===== config.mk =====
export PLATFORM = sky130hd
export DESIGN_NAME = pwr_mode_ctrl
export DESIGN_NICKNAME = d
export VERILOG_FILES = /design/src/rtl/pmc_pkg.sv /design/src/rtl/pmc_regs.sv /design/src/rtl/pmc_settle.sv /design/src/rtl/pmc_fsm.sv /design/src/rtl/pwr_mode_ctrl.sv
export SDC_FILE = /design/constraint.sdc
export NUM_CORES = 1
export LEC_CHECK = 0
export BUFFER_PORTS_ARGS = -buffer_cell sky130_fd_sc_hd__buf_2
export CAP_MARGIN = 25
export CORE_MARGIN = 2
export CORE_UTILIZATION = 35
export CTS_BUF_LIST = sky130_fd_sc_hd__clkbuf_8
export CTS_CLUSTER_DIAMETER = 150
export CTS_CLUSTER_SIZE = 8
export DETAILED_ROUTE_END_ITERATION = 12
export PLACE_DENSITY = 0.66
export REMOVE_ABC_BUFFERS = 1
export SYNTH_ARGS = -nofsm -noshare
export SYNTH_HDL_FRONTEND = slang
export SYNTH_HIERARCHICAL = 1
export SYNTH_SLANG_ARGS = --single-unit

===== constraint.sdc =====
create_clock -name clk -period 2 [get_ports clk]
set_input_delay 0.4 -clock clk [delete_from_list [all_inputs] [get_ports clk]]
set_output_delay 0.4 -clock clk [all_outputs]
set_load 0.01 [all_outputs]

===== src/rtl/pmc_pkg.sv =====
package pmc_pkg;

    typedef enum logic [2:0] {
        ST_RUN    = 3'd0,
        ST_IDLE   = 3'd1,
        ST_STOP   = 3'd2,
        ST_SUSP   = 3'd3,
        ST_SETTLE = 3'd4
    } pmc_state_e;

    typedef struct packed {
        logic idle;
        logic stop;
        logic susp;
    } pmc_bits_t;

    typedef struct packed {
        logic halt;
        logic periph_en;
        logic osc_en;
    } pmc_gate_t;

    function automatic pmc_gate_t gate_of(pmc_state_e st);
        pmc_gate_t g;
        case (st)
            ST_IDLE:   g = '{halt: 1'b1, periph_en: 1'b1, osc_en: 1'b1};
            ST_STOP:   g = '{halt: 1'b1, periph_en: 1'b0, osc_en: 1'b0};
            ST_SUSP:   g = '{halt: 1'b1, periph_en: 1'b0, osc_en: 1'b0};
            ST_SETTLE: g = '{halt: 1'b1, periph_en: 1'b0, osc_en: 1'b1};
            default:   g = '{halt: 1'b0, periph_en: 1'b1, osc_en: 1'b1};
        endcase
        return g;
    endfunction

endpackage


===== src/rtl/pmc_regs.sv =====
module pmc_regs
    import pmc_pkg::*;
(
    input  logic      clk,
    input  logic      rst_all,
    input  logic      wr_ok,
    input  logic      ctl_we,
    input  logic      ctl_idle,
    input  logic      ctl_stop,
    input  logic      osc_we,
    input  logic      osc_susp,
    input  logic      clr_idle,
    input  logic      clr_susp,
    output pmc_bits_t bits
);

    always_ff @(posedge clk) begin
        if (rst_all) begin
            bits <= '0;
        end else begin
            if (wr_ok && ctl_we) begin
                bits.stop <= ctl_stop;
                bits.idle <= ctl_idle & ~ctl_stop;
            end else if (clr_idle) begin
                bits.idle <= 1'b0;
            end
            if (wr_ok && osc_we) begin
                bits.susp <= osc_susp;
            end else if (clr_susp) begin
                bits.susp <= 1'b0;
            end
        end
    end

endmodule


===== src/rtl/pmc_settle.sv =====
module pmc_settle #(
    parameter int SETTLE_CYC = 8
) (
    input  logic clk,
    input  logic rst_all,
    input  logic load,
    input  logic active,
    output logic done
);

    localparam int CW = (SETTLE_CYC > 1) ? $clog2(SETTLE_CYC) : 1;
    localparam logic [CW-1:0] LOAD_VAL = CW'(SETTLE_CYC - 1);

    logic [CW-1:0] cnt;

    always_ff @(posedge clk) begin
        if (rst_all) begin
            cnt <= '0;
        end else if (load) begin
            cnt <= LOAD_VAL;
        end else if (active && cnt != '0) begin
            cnt <= cnt - 1'b1;
        end
    end

    assign done = (cnt == '0);

endmodule


===== src/rtl/pmc_fsm.sv =====
module pmc_fsm
    import pmc_pkg::*;
(
    input  logic       clk,
    input  logic       rst_all,
    input  pmc_bits_t  bits,
    input  logic       instr_done,
    input  logic       irq,
    input  logic       wake_any,
    input  logic       settle_done,
    output pmc_state_e state,
    output logic       wr_ok,
    output logic       clr_idle,
    output logic       clr_susp,
    output logic       settle_load
);

    pmc_state_e nxt;

    always_comb begin
        nxt         = state;
        clr_idle    = 1'b0;
        clr_susp    = 1'b0;
        settle_load = 1'b0;
        case (state)
            ST_RUN: begin
                if (bits.stop && instr_done) begin
                    nxt = ST_STOP;
                end else begin
                    clr_idle = bits.idle & irq;
                    clr_susp = bits.susp & wake_any;
                    if (instr_done) begin
                        if (bits.susp && !wake_any)      nxt = ST_SUSP;
                        else if (bits.idle && !irq)      nxt = ST_IDLE;
                    end
                end
            end
            ST_IDLE: begin
                if (irq) begin
                    clr_idle = 1'b1;
                    nxt      = ST_RUN;
                end
            end
            ST_SUSP: begin
                if (wake_any) begin
                    clr_susp    = 1'b1;
                    settle_load = 1'b1;
                    nxt         = ST_SETTLE;
                end
            end
            ST_SETTLE: begin
                if (settle_done) nxt = ST_RUN;
            end
            default: nxt = state;
        endcase
    end

    always_ff @(posedge clk) begin
        if (rst_all) state <= ST_RUN;
        else         state <= nxt;
    end

    assign wr_ok = (state == ST_RUN);

endmodule


===== src/rtl/pwr_mode_ctrl.sv =====
module pwr_mode_ctrl
    import pmc_pkg::*;
#(
    parameter int SETTLE_CYC = 8,
    parameter int N_WAKE     = 3
) (
    input  logic              clk,
    input  logic              rst_i,
    input  logic              wdt_rst_i,
    input  logic              ctl_we_i,
    input  logic              ctl_idle_i,
    input  logic              ctl_stop_i,
    input  logic              osc_we_i,
    input  logic              osc_susp_i,
    input  logic              instr_done_i,
    input  logic              irq_i,
    input  logic [N_WAKE-1:0] wake_evt_i,
    output logic              cpu_halt_o,
    output logic              periph_clk_en_o,
    output logic              int_osc_en_o,
    output logic              idle_bit_o,
    output logic              stop_bit_o,
    output logic              suspend_bit_o,
    output logic              cpu_restart_o
);

    logic       rst_all;
    logic       wake_any;
    logic       wr_ok, clr_idle, clr_susp, settle_load, settle_done;
    pmc_bits_t  bits;
    pmc_state_e state;
    pmc_gate_t  gate;
    logic       restart_q;

    assign rst_all  = rst_i | wdt_rst_i;
    assign wake_any = |wake_evt_i;

    pmc_regs u_regs (
        .clk      (clk),
        .rst_all  (rst_all),
        .wr_ok    (wr_ok),
        .ctl_we   (ctl_we_i),
        .ctl_idle (ctl_idle_i),
        .ctl_stop (ctl_stop_i),
        .osc_we   (osc_we_i),
        .osc_susp (osc_susp_i),
        .clr_idle (clr_idle),
        .clr_susp (clr_susp),
        .bits     (bits)
    );

    pmc_fsm u_fsm (
        .clk         (clk),
        .rst_all     (rst_all),
        .bits        (bits),
        .instr_done  (instr_done_i),
        .irq         (irq_i),
        .wake_any    (wake_any),
        .settle_done (settle_done),
        .state       (state),
        .wr_ok       (wr_ok),
        .clr_idle    (clr_idle),
        .clr_susp    (clr_susp),
        .settle_load (settle_load)
    );

    pmc_settle #(.SETTLE_CYC(SETTLE_CYC)) u_settle (
        .clk     (clk),
        .rst_all (rst_all),
        .load    (settle_load),
        .active  (state == ST_SETTLE),
        .done    (settle_done)
    );

    always_ff @(posedge clk) begin
        restart_q <= rst_all;
    end

    assign gate            = gate_of(state);
    assign cpu_halt_o      = gate.halt;
    assign periph_clk_en_o = gate.periph_en;
    assign int_osc_en_o    = gate.osc_en;
    assign idle_bit_o      = bits.idle;
    assign stop_bit_o      = bits.stop;
    assign suspend_bit_o   = bits.susp;
    assign cpu_restart_o   = restart_q;

endmodule


Yosys cells after proc, flatten, opt, wreduce, memory -nomap -nowiden
Cells that the tools add are included.

operators by class
  equality and inequality tests = 9
  $add $sub $neg = 1
  divide/modulo/power cells = 0
  reductions and logical operators = 18
  muxes and demuxes = 22
  shift-type cells = 0
  multiply operators = 0
  order comparisons = 0
  bitwise gates (word level) = 5

operators by type and width
  operator                                                                  number
  3-bit two-way mux                                                         9
  3-bit one-hot mux with 4 select lines                                     1
  1-bit two-way mux                                                         9
  3-bit one-hot mux with 3 select lines                                     1
  3-bit by 2-bit == test with 1-bit output (second input constant)          2
  1-bit logical AND                                                         6
  3-bit zero test                                                           2
  6-bit AND reduction                                                       1
  2-bit nonzero test                                                        3
  2-bit inequality test (second input constant)                             2
  4-bit by 1-bit inequality test with 1-bit output (second input constant)  1
  1-bit one-hot mux with 2 select lines                                     2
  4-bit nonzero test                                                        1
  1-bit bitwise AND                                                         3
  3-bit by 1-bit == test with 1-bit output (second input constant)          1
  3-bit == test (second input constant)                                     1
  3-bit by 2-bit inequality test with 1-bit output (second input constant)  1
  3-bit nonzero test                                                        1
  3-bit OR reduction                                                        1
  3-bit by 1-bit subtractor with 3-bit output (second input constant)       1
  1-bit zero test                                                           2
  2-bit by 1-bit inequality test with 1-bit output (second input constant)  1
  2-bit OR reduction                                                        1
  1-bit inverter                                                            1
  1-bit bitwise OR                                                          1

word-level totals
  memory bits (read-only) = 0
  memory bits (writable) = 0
  flip-flop bits (word level) = 10
  output and inout port bits = 7
  latch bits = 0
  memories = 0

Logic depth before layout (Yosys ltp)
Gate-level depths: netlist (run 1).

  depth in word-level cells = 7
  mapped depth = 7
  mapped depth without buffers = 7

Modules after synthesis
The synthesis (run 1) kept the hierarchy.

modules (own cells, without submodules)
  module         cells an instance  sequential area each (µm²)  area an instance (µm²)  times used
  pmc_fsm        28                 60.1                        215.2                   1
  pmc_settle     18                 60.1                        175.2                   1
  pmc_regs       14                 60.1                        120.1                   1
  pwr_mode_ctrl  8                  20.0                        70.1                    1

Worst setup path after synthesis (run 1)
Ideal clock, no wire load.

  kind = reg2reg
  start point = reg u_settle.cnt[0]
  end point = reg u_fsm.state[1]
  data arrival time = 1.648 ns
  stages on the path, launching flop included = 8
  setup time = 0.086 ns
  required time = 1.914 ns
  path slack = 0.266 ns
  period minus slack after synthesis = 1.734 ns
  path through = dfxtp_1 inv_1 ha_1 ha_1 and2b_1 o311a_2 a211o_1 a211oi_1

between the ends
  cells in the longest elaborated chain, start to end = 3

ends and longest elaborated chain
  item                                    line                 text
  start, declared                         pmc_settle.sv:14     logic [CW-1:0] cnt;
  start signal, assigned                  pmc_settle.sv:22     cnt <= cnt - 1'b1;
  3-bit zero test                         pmc_settle.sv:26     assign done = (cnt == '0);
  named net settle_done                   pwr_mode_ctrl.sv:29  logic wr_ok, clr_idle, clr_susp, settle_load, settle_done;
  2-bit inequality test (no source line)  --
  6-bit AND reduction (no source line)    --
  end signal, assigned                    pmc_fsm.sv:60        else state <= nxt;
  end, declared                           pmc_fsm.sv:11        output pmc_state_e state,

The timed path passes the listed nets, and every way through them passes these cells.
A chain may end at the register's enable or synchronous reset.

Final worst setup path (run 1)
Same ends and word-level chain as after synthesis.

==> flow_summary.rst, run 1 <==
.. list-table::
   :header-rows: 1

   * - Metric
     - Value
   * - Number of failing setup endpoints in the final timing report
     - 0
   * - Portion of total power attributed to sequential cells
     - 0.449
   * - Hold wc startpoint
     - ctl_stop_i
   * - Min-delay worst type
     - input port to register
   * - CP arrival
     - 2.00 ns
   * - Cell internal power dissipation
     - 0.365 mW
   * - Fraction of the core area covered by cells at the end of the flow
     - 0.490
   * - Maximum achievable frequency
     - 0.539 GHz
   * - Part of the Yosys area used for sequential elements
     - 0.345
   * - Antenna diode count
     - 0
   * - Cell-by-cell trace of the critical path
     - inv_1 > ha_1 > ha_2 > and2b_1 > o311a_2 > a211o_1 > a211oi_1
   * - Maximum root-to-sink buffer count
     - 2
   * - Pins over their slew limit
     - 0
   * - Worst Max-Slew Pin Slew
     - 0.315 ns
   * - GRT Residual Overflow
     - 0
   * - Total Wirelength
     - 1250 um
   * - Setup repair after global routing missed its margin
     - no
   * - Vertical die dimension
     - 44.7 um
   * - Yosys top cell by area
     - sky130_fd_sc_hd__dfxtp_1
   * - Mean routed wirelength per cell
     - 11.6 um
   * - Multi-input gate area
     - 360 um^2
   * - Static Leak
     - 0.331 nW
   * - Synthesis Warnings
     - 6
   * - Flip-flop and latch count after synthesis
     - 10
   * - Power Dens Cells
     - 627 nW/um^2
   * - Required time of the critical path
     - 2.15 ns
   * - Sw Pwr
     - 0.104 mW
   * - Number of standard cells after synthesis
     - 68
   * - Top-level I/O count
     - 20
   * - Clock slew at the register clock pins of the worst setup and hold paths
     - 0.05 ns
   * - Initial Utilization
     - 0.381
   * - CP Class
     - register to register
   * - Outcome
     - finished, final reports clean
   * - Post-DP HPWL
     - 946 um
   * - Filler instances
     - 152
   * - Area share of the largest cell type after synthesis
     - 0.345
   * - Largest cells by area after synthesis
     - sky130_fd_sc_hd__dfxtp_1, sky130_fd_sc_hd__a211oi_1, sky130_fd_sc_hd__and4bb_1, sky130_fd_sc_hd__a21oi_1, sky130_fd_sc_hd__ha_1
   * - Max H-tree Level
     - 1
   * - Comb power frac
     - 0.120
   * - Slew Limit Headroom
     - 0.788
   * - Count of input and output buffers
     - 19
   * - Time the worst path needs with I/O delays and setup
     - 1.86 ns
   * - Final worst clock skew
     - 0.00147 ns
   * - Net switching share of the total power
     - 0.222
   * - First-pass GRT wire length
     - 2180 um
   * - Post-Syn Area
     - 581 um^2
   * - DRC viols
     - 0
   * - Worst setup path startpoint
     - u_settle/cnt[0]$_SDFFE_PP0P_
   * - Overall Global Routing Usage
     - 0.150
   * - Number of placement rows
     - 14
   * - Critical-path top delay cell
     - sky130_fd_sc_hd__o311a_2
   * - Root Driver
     - sky130_fd_sc_hd__clkbuf_8
   * - Weighted congestion reported at the end of routability-driven placement
     - 0.755
   * - Placeable core region
     - 1520 um^2
   * - Average cell area after synthesis
     - 8.54 um^2
   * - Mean number of vias per cell
     - 5.30
   * - Antenna violations before repair
     - 0
   * - Worst reg2reg path startpoint
     - u_settle/cnt[0]$_SDFFE_PP0P_
   * - Placed cell count
     - 104
   * - 1st-iter DRT viols
     - 9
   * - Largest net degree at the start of global routing
     - 11
   * - Area growth, synth to finish
     - 28.7%
   * - Vias in the first global route
     - 518
   * - Clock sink count
     - 10
   * - Final hold violation count
     - 0
   * - Number of vias after detailed routing
     - 567
   * - Critical Path Source Type
     - register
   * - Setup TNS
     - 0 ns
   * - PnR Total Power
     - 0.468 mW
   * - First-pass iteration count of the detailed router
     - 4
   * - Post-CTS Setup Repair Bufs
     - 0
   * - Largest stage delay, worst path
     - 0.36 ns
   * - Full die area
     - 2000 um^2
   * - CTS tree
     - yes
   * - Chip Width
     - 44.7 um
   * - Max capacitance violation total
     - 0
   * - Clock share of power
     - 0.431
   * - Insertion delay of the later-clocked pin in the worst-skew pair
     - 0.23 ns
   * - Min Hold Slack
     - 0.430 ns
   * - Worst vdd ir
     - 0.507 mV
   * - Worst-path fanout max
     - 5
   * - Fraction of final layout cells sized beyond drive strength 1
     - 0.297
   * - Storage cell area
     - 200 um^2
   * - Share of the clock period used by the worst path after layout
     - 0.928
   * - Final cell count without fillers
     - 107
   * - Endpoint class of the critical path
     - register
   * - Number of nets in the final layout
     - 108
   * - Clock buffers created by TritonCTS
     - 3
   * - Count of distinct cell types in the synthesized netlist
     - 27
   * - Number of nets with antenna violations after detailed routing
     - 0
==> cell usage in the layout, fill, tap and decap left out, drive strengths merged <==
cell and n:
a21o 1, nand3 2, dfxtp 10, a221oi 1, nor3b 1, a211oi 5
nand2b 2, or3b 1, a211o 1, nand4b 2, nor3 1, ha 2
a21oi 6, xnor2 1, or2b 1, or2 1, o311a 1, and2b 1
buf 20, clkbuf 3, inv 6, or3 1, nand2 5, nand4 1
nor2 6, nor2b 3, and4bb 3, nand3b 2, o31ai 1
==> power groups by stage <==
stage | logic (mW) | clock network, mW | registers (mW)
final | 0.0561 | 0.202 | 0.210
after global routing | 0.0644 | 0.210 | 0.211
after CTS | 0.0565 | 0.205 | 0.210
after detailed placement | 0.0562 | 0 | 0.214
after global placement | 0.0551 | 0 | 0.214
after floorplan | 0.0296 | 0 | 0.214
==> through the flow <==
step	instance area, um^2	setup slack, ns
2_1_floorplan	581	0.266
3_3_place_gp	703	0.174
3_5_place_dp	703	0.129
4_1_cts	744	0.126
5_1_grt	747	0.0159
6_report	747	0.145
==> synthesized netlist by cell type <==
master / number
sky130_fd_sc_hd__nand4b_1: 2
sky130_fd_sc_hd__nor3_1: 1
sky130_fd_sc_hd__a221oi_1: 1
sky130_fd_sc_hd__o311a_2: 1
sky130_fd_sc_hd__nor3b_2: 1
sky130_fd_sc_hd__xnor2_1: 1
sky130_fd_sc_hd__or3_1: 1
sky130_fd_sc_hd__inv_1: 6
sky130_fd_sc_hd__dfxtp_1: 10
sky130_fd_sc_hd__and2b_1: 1
sky130_fd_sc_hd__ha_1: 2
sky130_fd_sc_hd__a21o_1: 1
sky130_fd_sc_hd__o31ai_1: 1
sky130_fd_sc_hd__or2_2: 1
sky130_fd_sc_hd__nor2_1: 6
sky130_fd_sc_hd__or3b_1: 1
sky130_fd_sc_hd__a21oi_1: 6
sky130_fd_sc_hd__nand3b_1: 2
sky130_fd_sc_hd__a211oi_1: 5
sky130_fd_sc_hd__nand2b_1: 2
sky130_fd_sc_hd__or2b_1: 1
sky130_fd_sc_hd__and4bb_1: 3
sky130_fd_sc_hd__a211o_1: 1
sky130_fd_sc_hd__nand4_1: 1
sky130_fd_sc_hd__nand2_1: 5
sky130_fd_sc_hd__nor2b_1: 3
sky130_fd_sc_hd__nand3_1: 2
==> cell type report <==
class                           count  share of cell area
Sequential cell                    10               0.268
Tap cell                           16              0.0268
Timing Repair Buffer               20               0.137
Multi-Input combinational cell     52               0.482
Clock buffer                        3              0.0553
Inverter                            6              0.0302
==> what timing repair did <==
item | 4_1_cts | 5_1_grt
hold buffers | 0 | 0
resized for setup | 0 | 1
endpoints found under the setup margin | 0 | 2
==> per-layer routing <==
layer,GRT usage,share of wire,up-vias
met1,0.204,0.47,254
met4,0.0909,0.022,0
met3,0.0360,0.054,4
met2,0.212,0.45,15
met5,0,0,-
li1,-,-,294
==> logic make-up after synthesis <==
| family | Yosys count | share of synthesized area |
|---|---|---|
| AOI/OAI and AO/OA | 16 | 0.192 |
| buffers and inverters | 6 | 0.0388 |
| and+or+nand+nor | 33 | 0.366 |
| DFF | 10 | 0.345 |
| xor gates and xnor gates | 1 | 0.0151 |
| adders and majority gates | 2 | 0.0431 |
==> critical path: cells and delay by family (launching register included) <==
kind,cells,cell delay (ns)
compound gates,3,0.88
fa+ha+maj,2,0.35
buf+inv,1,0.06
flops,1,0.31
simple gates,1,0.18
==> sequential cells by signal (all words and copies together) (netlist names) <==
register and count:
u_regs/bits 3, u_fsm/state 3, u_settle/cnt 3, cpu_restart_o 1
==> path summary, 6_finish.rpt <==
path | to | slack [ns] | cells after the start
setup / recovery | u_fsm/state[1]$_SDFFE_PP0P_ | 0.14 | 7
hold / removal | u_regs/bits[1]$_SDFFE_PP0P_ | 0.43 | 3
hold reg to reg | u_regs/bits[1]$_SDFFE_PP0P_ | 0.51 | 2
setup reg to reg | u_fsm/state[1]$_SDFFE_PP0P_ | 0.14 | 7
No activity file was read; power rests on OpenSTA's default activity.
==> run 2: changes to the inputs <==
--- a/config.mk
+++ b/config.mk
@@ -15,6 +15,7 @@
 export DETAILED_ROUTE_END_ITERATION = 12
 export PLACE_DENSITY = 0.66
 export REMOVE_ABC_BUFFERS = 1
+export SETUP_SLACK_MARGIN = 0.3
 export SYNTH_ARGS = -nofsm -noshare
 export SYNTH_HDL_FRONTEND = slang
 export SYNTH_HIERARCHICAL = 1
==> run 2 against run 1 <==
  * Non-clock buffer count up 5
  * Count of clock-buffer cells in the layout stayed put
  * Core utilization up 6.3 points
  * Critical path type unchanged
  * Critical endpoint is now u_fsm/state[0]$_SDFFE_PP0P_
  * Largest power group unchanged
==> flow_summary.rst, run 2 (synthesis gave the netlist of run 1 again) <==
.. list-table::
   :header-rows: 1

   * - Metric
     - Value
   * - Most frequent cells in the layout
     - sky130_fd_sc_hd__buf_2, sky130_fd_sc_hd__dfxtp_1, sky130_fd_sc_hd__nor2_1, sky130_fd_sc_hd__buf_4, sky130_fd_sc_hd__a21oi_1
   * - Crit path buffers/inverters
     - 1
   * - Clock buffers created by TritonCTS
     - 3
   * - Register-to-Register Setup Slack
     - 0.26 ns
   * - Placed cell count
     - 104
   * - Worst vdd ir
     - 0.526 mV
   * - Min Hold Slack
     - 0.430 ns
   * - Insertion delay of the later-clocked pin in the worst-skew pair
     - 0.23 ns
   * - Number of failing setup endpoints in the final timing report
     - 0
   * - Static Leak
     - 0.356 nW
   * - RR Endpoint
     - u_fsm/state[0]$_SDFFE_PP0P_
   * - First-pass iteration count of the detailed router
     - 4
   * - Overall Global Routing Usage
     - 0.166
   * - Pins over their slew limit
     - 0
   * - Most common cell after layout, fill and taps aside
     - sky130_fd_sc_hd__buf_2
   * - Pre-CTS WS
     - 0.129 ns
   * - GRT Residual Overflow
     - 0
   * - Cell area after layout
     - 843 um^2
   * - Largest stage delay, worst path
     - 0.32 ns
   * - First-pass GRT wire length
     - 2420 um
   * - Mean routed wirelength per cell
     - 13.2 um
   * - Vias in the first global route
     - 552
   * - Kind of cell with the highest combined delay on the critical path
     - compound AO/OA/AOI/OAI gates
   * - Final worst clock skew
     - 0.00175 ns
   * - Required time of the critical path
     - 2.15 ns
   * - Count of input and output buffers
     - 19
   * - Initial Utilization
     - 0.381
   * - Largest registers
     - u_fsm/state x3, u_regs/bits x3, u_settle/cnt x3
   * - DRC viols
     - 0
   * - Multi-input gate area
     - 415 um^2
   * - Critical path depth
     - 7
   * - Root Driver
     - sky130_fd_sc_hd__clkbuf_8
   * - Antenna diode count
     - 0
   * - Slew Limit Headroom
     - 0.750
   * - Storage cell area
     - 204 um^2
   * - Endpoint class of the critical path
     - register
   * - Maximum achievable frequency
     - 0.576 GHz
   * - Area growth, synth to finish
     - 45.3%
   * - Critical-path top delay cell
     - sky130_fd_sc_hd__dfxtp_2
   * - Clock sink count
     - 10
   * - Placement Cell Area
     - 703 um^2
   * - Worst Max-Slew Pin Slew
     - 0.372 ns
   * - Hold depth
     - 3
   * - Cell-by-cell trace of the critical path
     - inv_2 > ha_4 > ha_4 > and2b_1 > o311a_4 > a211o_1 > a211oi_2
   * - PnR Total Power
     - 0.481 mW
   * - Setup ws final
     - 0.265 ns
   * - Max capacitance violation total
     - 0
   * - CP Class
     - register to register
   * - Time the worst path needs with I/O delays and setup
     - 1.74 ns
   * - CTS tree
     - yes
   * - Full die area
     - 2000 um^2
   * - Worst setup path startpoint
     - u_settle/cnt[0]$_SDFFE_PP0P_
   * - Outcome
     - finished, final reports clean
   * - Number of placement rows
     - 14
   * - Setup TNS
     - 0 ns
   * - Post-DP HPWL
     - 946 um
   * - Fraction of the core area covered by cells at the end of the flow
     - 0.553
   * - Number of nets with antenna violations after detailed routing
     - 0
   * - Maximum root-to-sink buffer count
     - 2
   * - Max H-tree Level
     - 1
   * - Setup repair after global routing missed its margin
     - yes
   * - Worst reg2reg path startpoint
     - u_settle/cnt[0]$_SDFFE_PP0P_
   * - Antenna violations before repair
     - 0
   * - End point of the critical path
     - u_fsm/state[0]$_SDFFE_PP0P_
   * - Number of nets in the final layout
     - 113
   * - Power Dens Cells
     - 570 nW/um^2
   * - CP arrival
     - 1.89 ns
   * - Largest net degree at the start of global routing
     - 11
   * - Worst-path fanout max
     - 2
   * - Top-level I/O count
     - 20
   * - Number of cell instances on the worst register-to-register path
     - 7
   * - Vertical die dimension
     - 44.7 um
   * - Min-delay worst type
     - input port to register
   * - Placeable core region
     - 1520 um^2
   * - Weighted congestion reported at the end of routability-driven placement
     - 0.755
   * - Filler instances
     - 137
   * - Number of hold buffers added after cts
     - 0
   * - Mean number of vias per cell
     - 5.44
   * - Final hold violation count
     - 0
   * - Final cell count without fillers
     - 112
   * - Fraction of final layout cells sized beyond drive strength 1
     - 0.427
   * - Chip Width
     - 44.7 um
   * - Clock slew at the register clock pins of the worst setup and hold paths
     - 0.05 ns
   * - 1st-iter DRT viols
     - 8
   * - Most used cell, CP
     - sky130_fd_sc_hd__ha_4
   * - Critical Path Source Type
     - register
   * - Share of the clock period used by the worst path after layout
     - 0.868
   * - Number of vias after detailed routing
     - 609
   * - Total Wirelength
     - 1480 um
==> run 2: changes by cell type in the layout (fill, tap and decap cells not counted), moves of 2 or more <==
cell / before / now
sky130_fd_sc_hd__dfxtp_1: 10 / 7
sky130_fd_sc_hd__a211oi_1: 5 / 3
sky130_fd_sc_hd__buf_4: 1 / 6
sky130_fd_sc_hd__inv_1: 6 / 4
sky130_fd_sc_hd__a211oi_2: 0 / 2
sky130_fd_sc_hd__ha_4: 0 / 2
sky130_fd_sc_hd__inv_2: 0 / 2
sky130_fd_sc_hd__dfxtp_2: 0 / 3
==> run 2: where the power goes <==
| part | switching (mW) | internal (mW) | leakage [nW] |
|---|---|---|---|
| registers | 0.00632 | 0.204 | 0.0827 |
| logic | 0.0323 | 0.0323 | 0.252 |
| clock network | 0.0737 | 0.131 | 0.0216 |
| total | 0.112 | 0.368 | 0.356 |
==> run 2: worst min-delay path by stage <==
stage	startpoint	endpoint	slack [ns]
floorplan	u_settle/cnt[2]$_SDFFE_PP0P_	u_settle/cnt[2]$_SDFFE_PP0P_	0.49
global placement	u_regs/bits[1]$_SDFFE_PP0P_	u_regs/bits[1]$_SDFFE_PP0P_	0.50
detailed placement	u_regs/bits[2]$_SDFFE_PP0P_	u_regs/bits[2]$_SDFFE_PP0P_	0.51
CTS	ctl_stop_i	u_regs/bits[1]$_SDFFE_PP0P_	0.43
global route	ctl_stop_i	u_regs/bits[1]$_SDFFE_PP0P_	0.47
finish	ctl_stop_i	u_regs/bits[1]$_SDFFE_PP0P_	0.43
==> run 2: layer usage <==
metal,part of all wire,vias up,GRT usage
met5,0,-,0
met2,0.46,17,0.243
met1,0.47,283,0.224
met3,0.047,4,0.0360
met4,0.018,0,0.0909
li1,-,305,-
==> run 2: tightest hold or removal path, stage by stage <==
cell and delay, ns:
sky130_fd_sc_hd__buf_2 0.10, sky130_fd_sc_hd__nand3_1 0.06, sky130_fd_sc_hd__a21oi_1 0.05
==> run 2: cell type report <==
| cell class | instances | area share |
|---|---|---|
| Clock buffer | 3 | 0.0490 |
| Inverter | 6 | 0.0267 |
| Multi-Input combinational cell | 52 | 0.493 |
| Sequential cell | 10 | 0.242 |
| Tap cell | 16 | 0.0237 |
| Timing Repair Buffer | 25 | 0.166 |
==> run 2: timing repair <==
item | in CTS | in global routing
resized for setup | 11 | 3
pin swaps | 6 | 5
setup endpoints to repair | 2 | 3
setup buffers | 2 | 3
endpoints found under the hold margin | 0 | 0
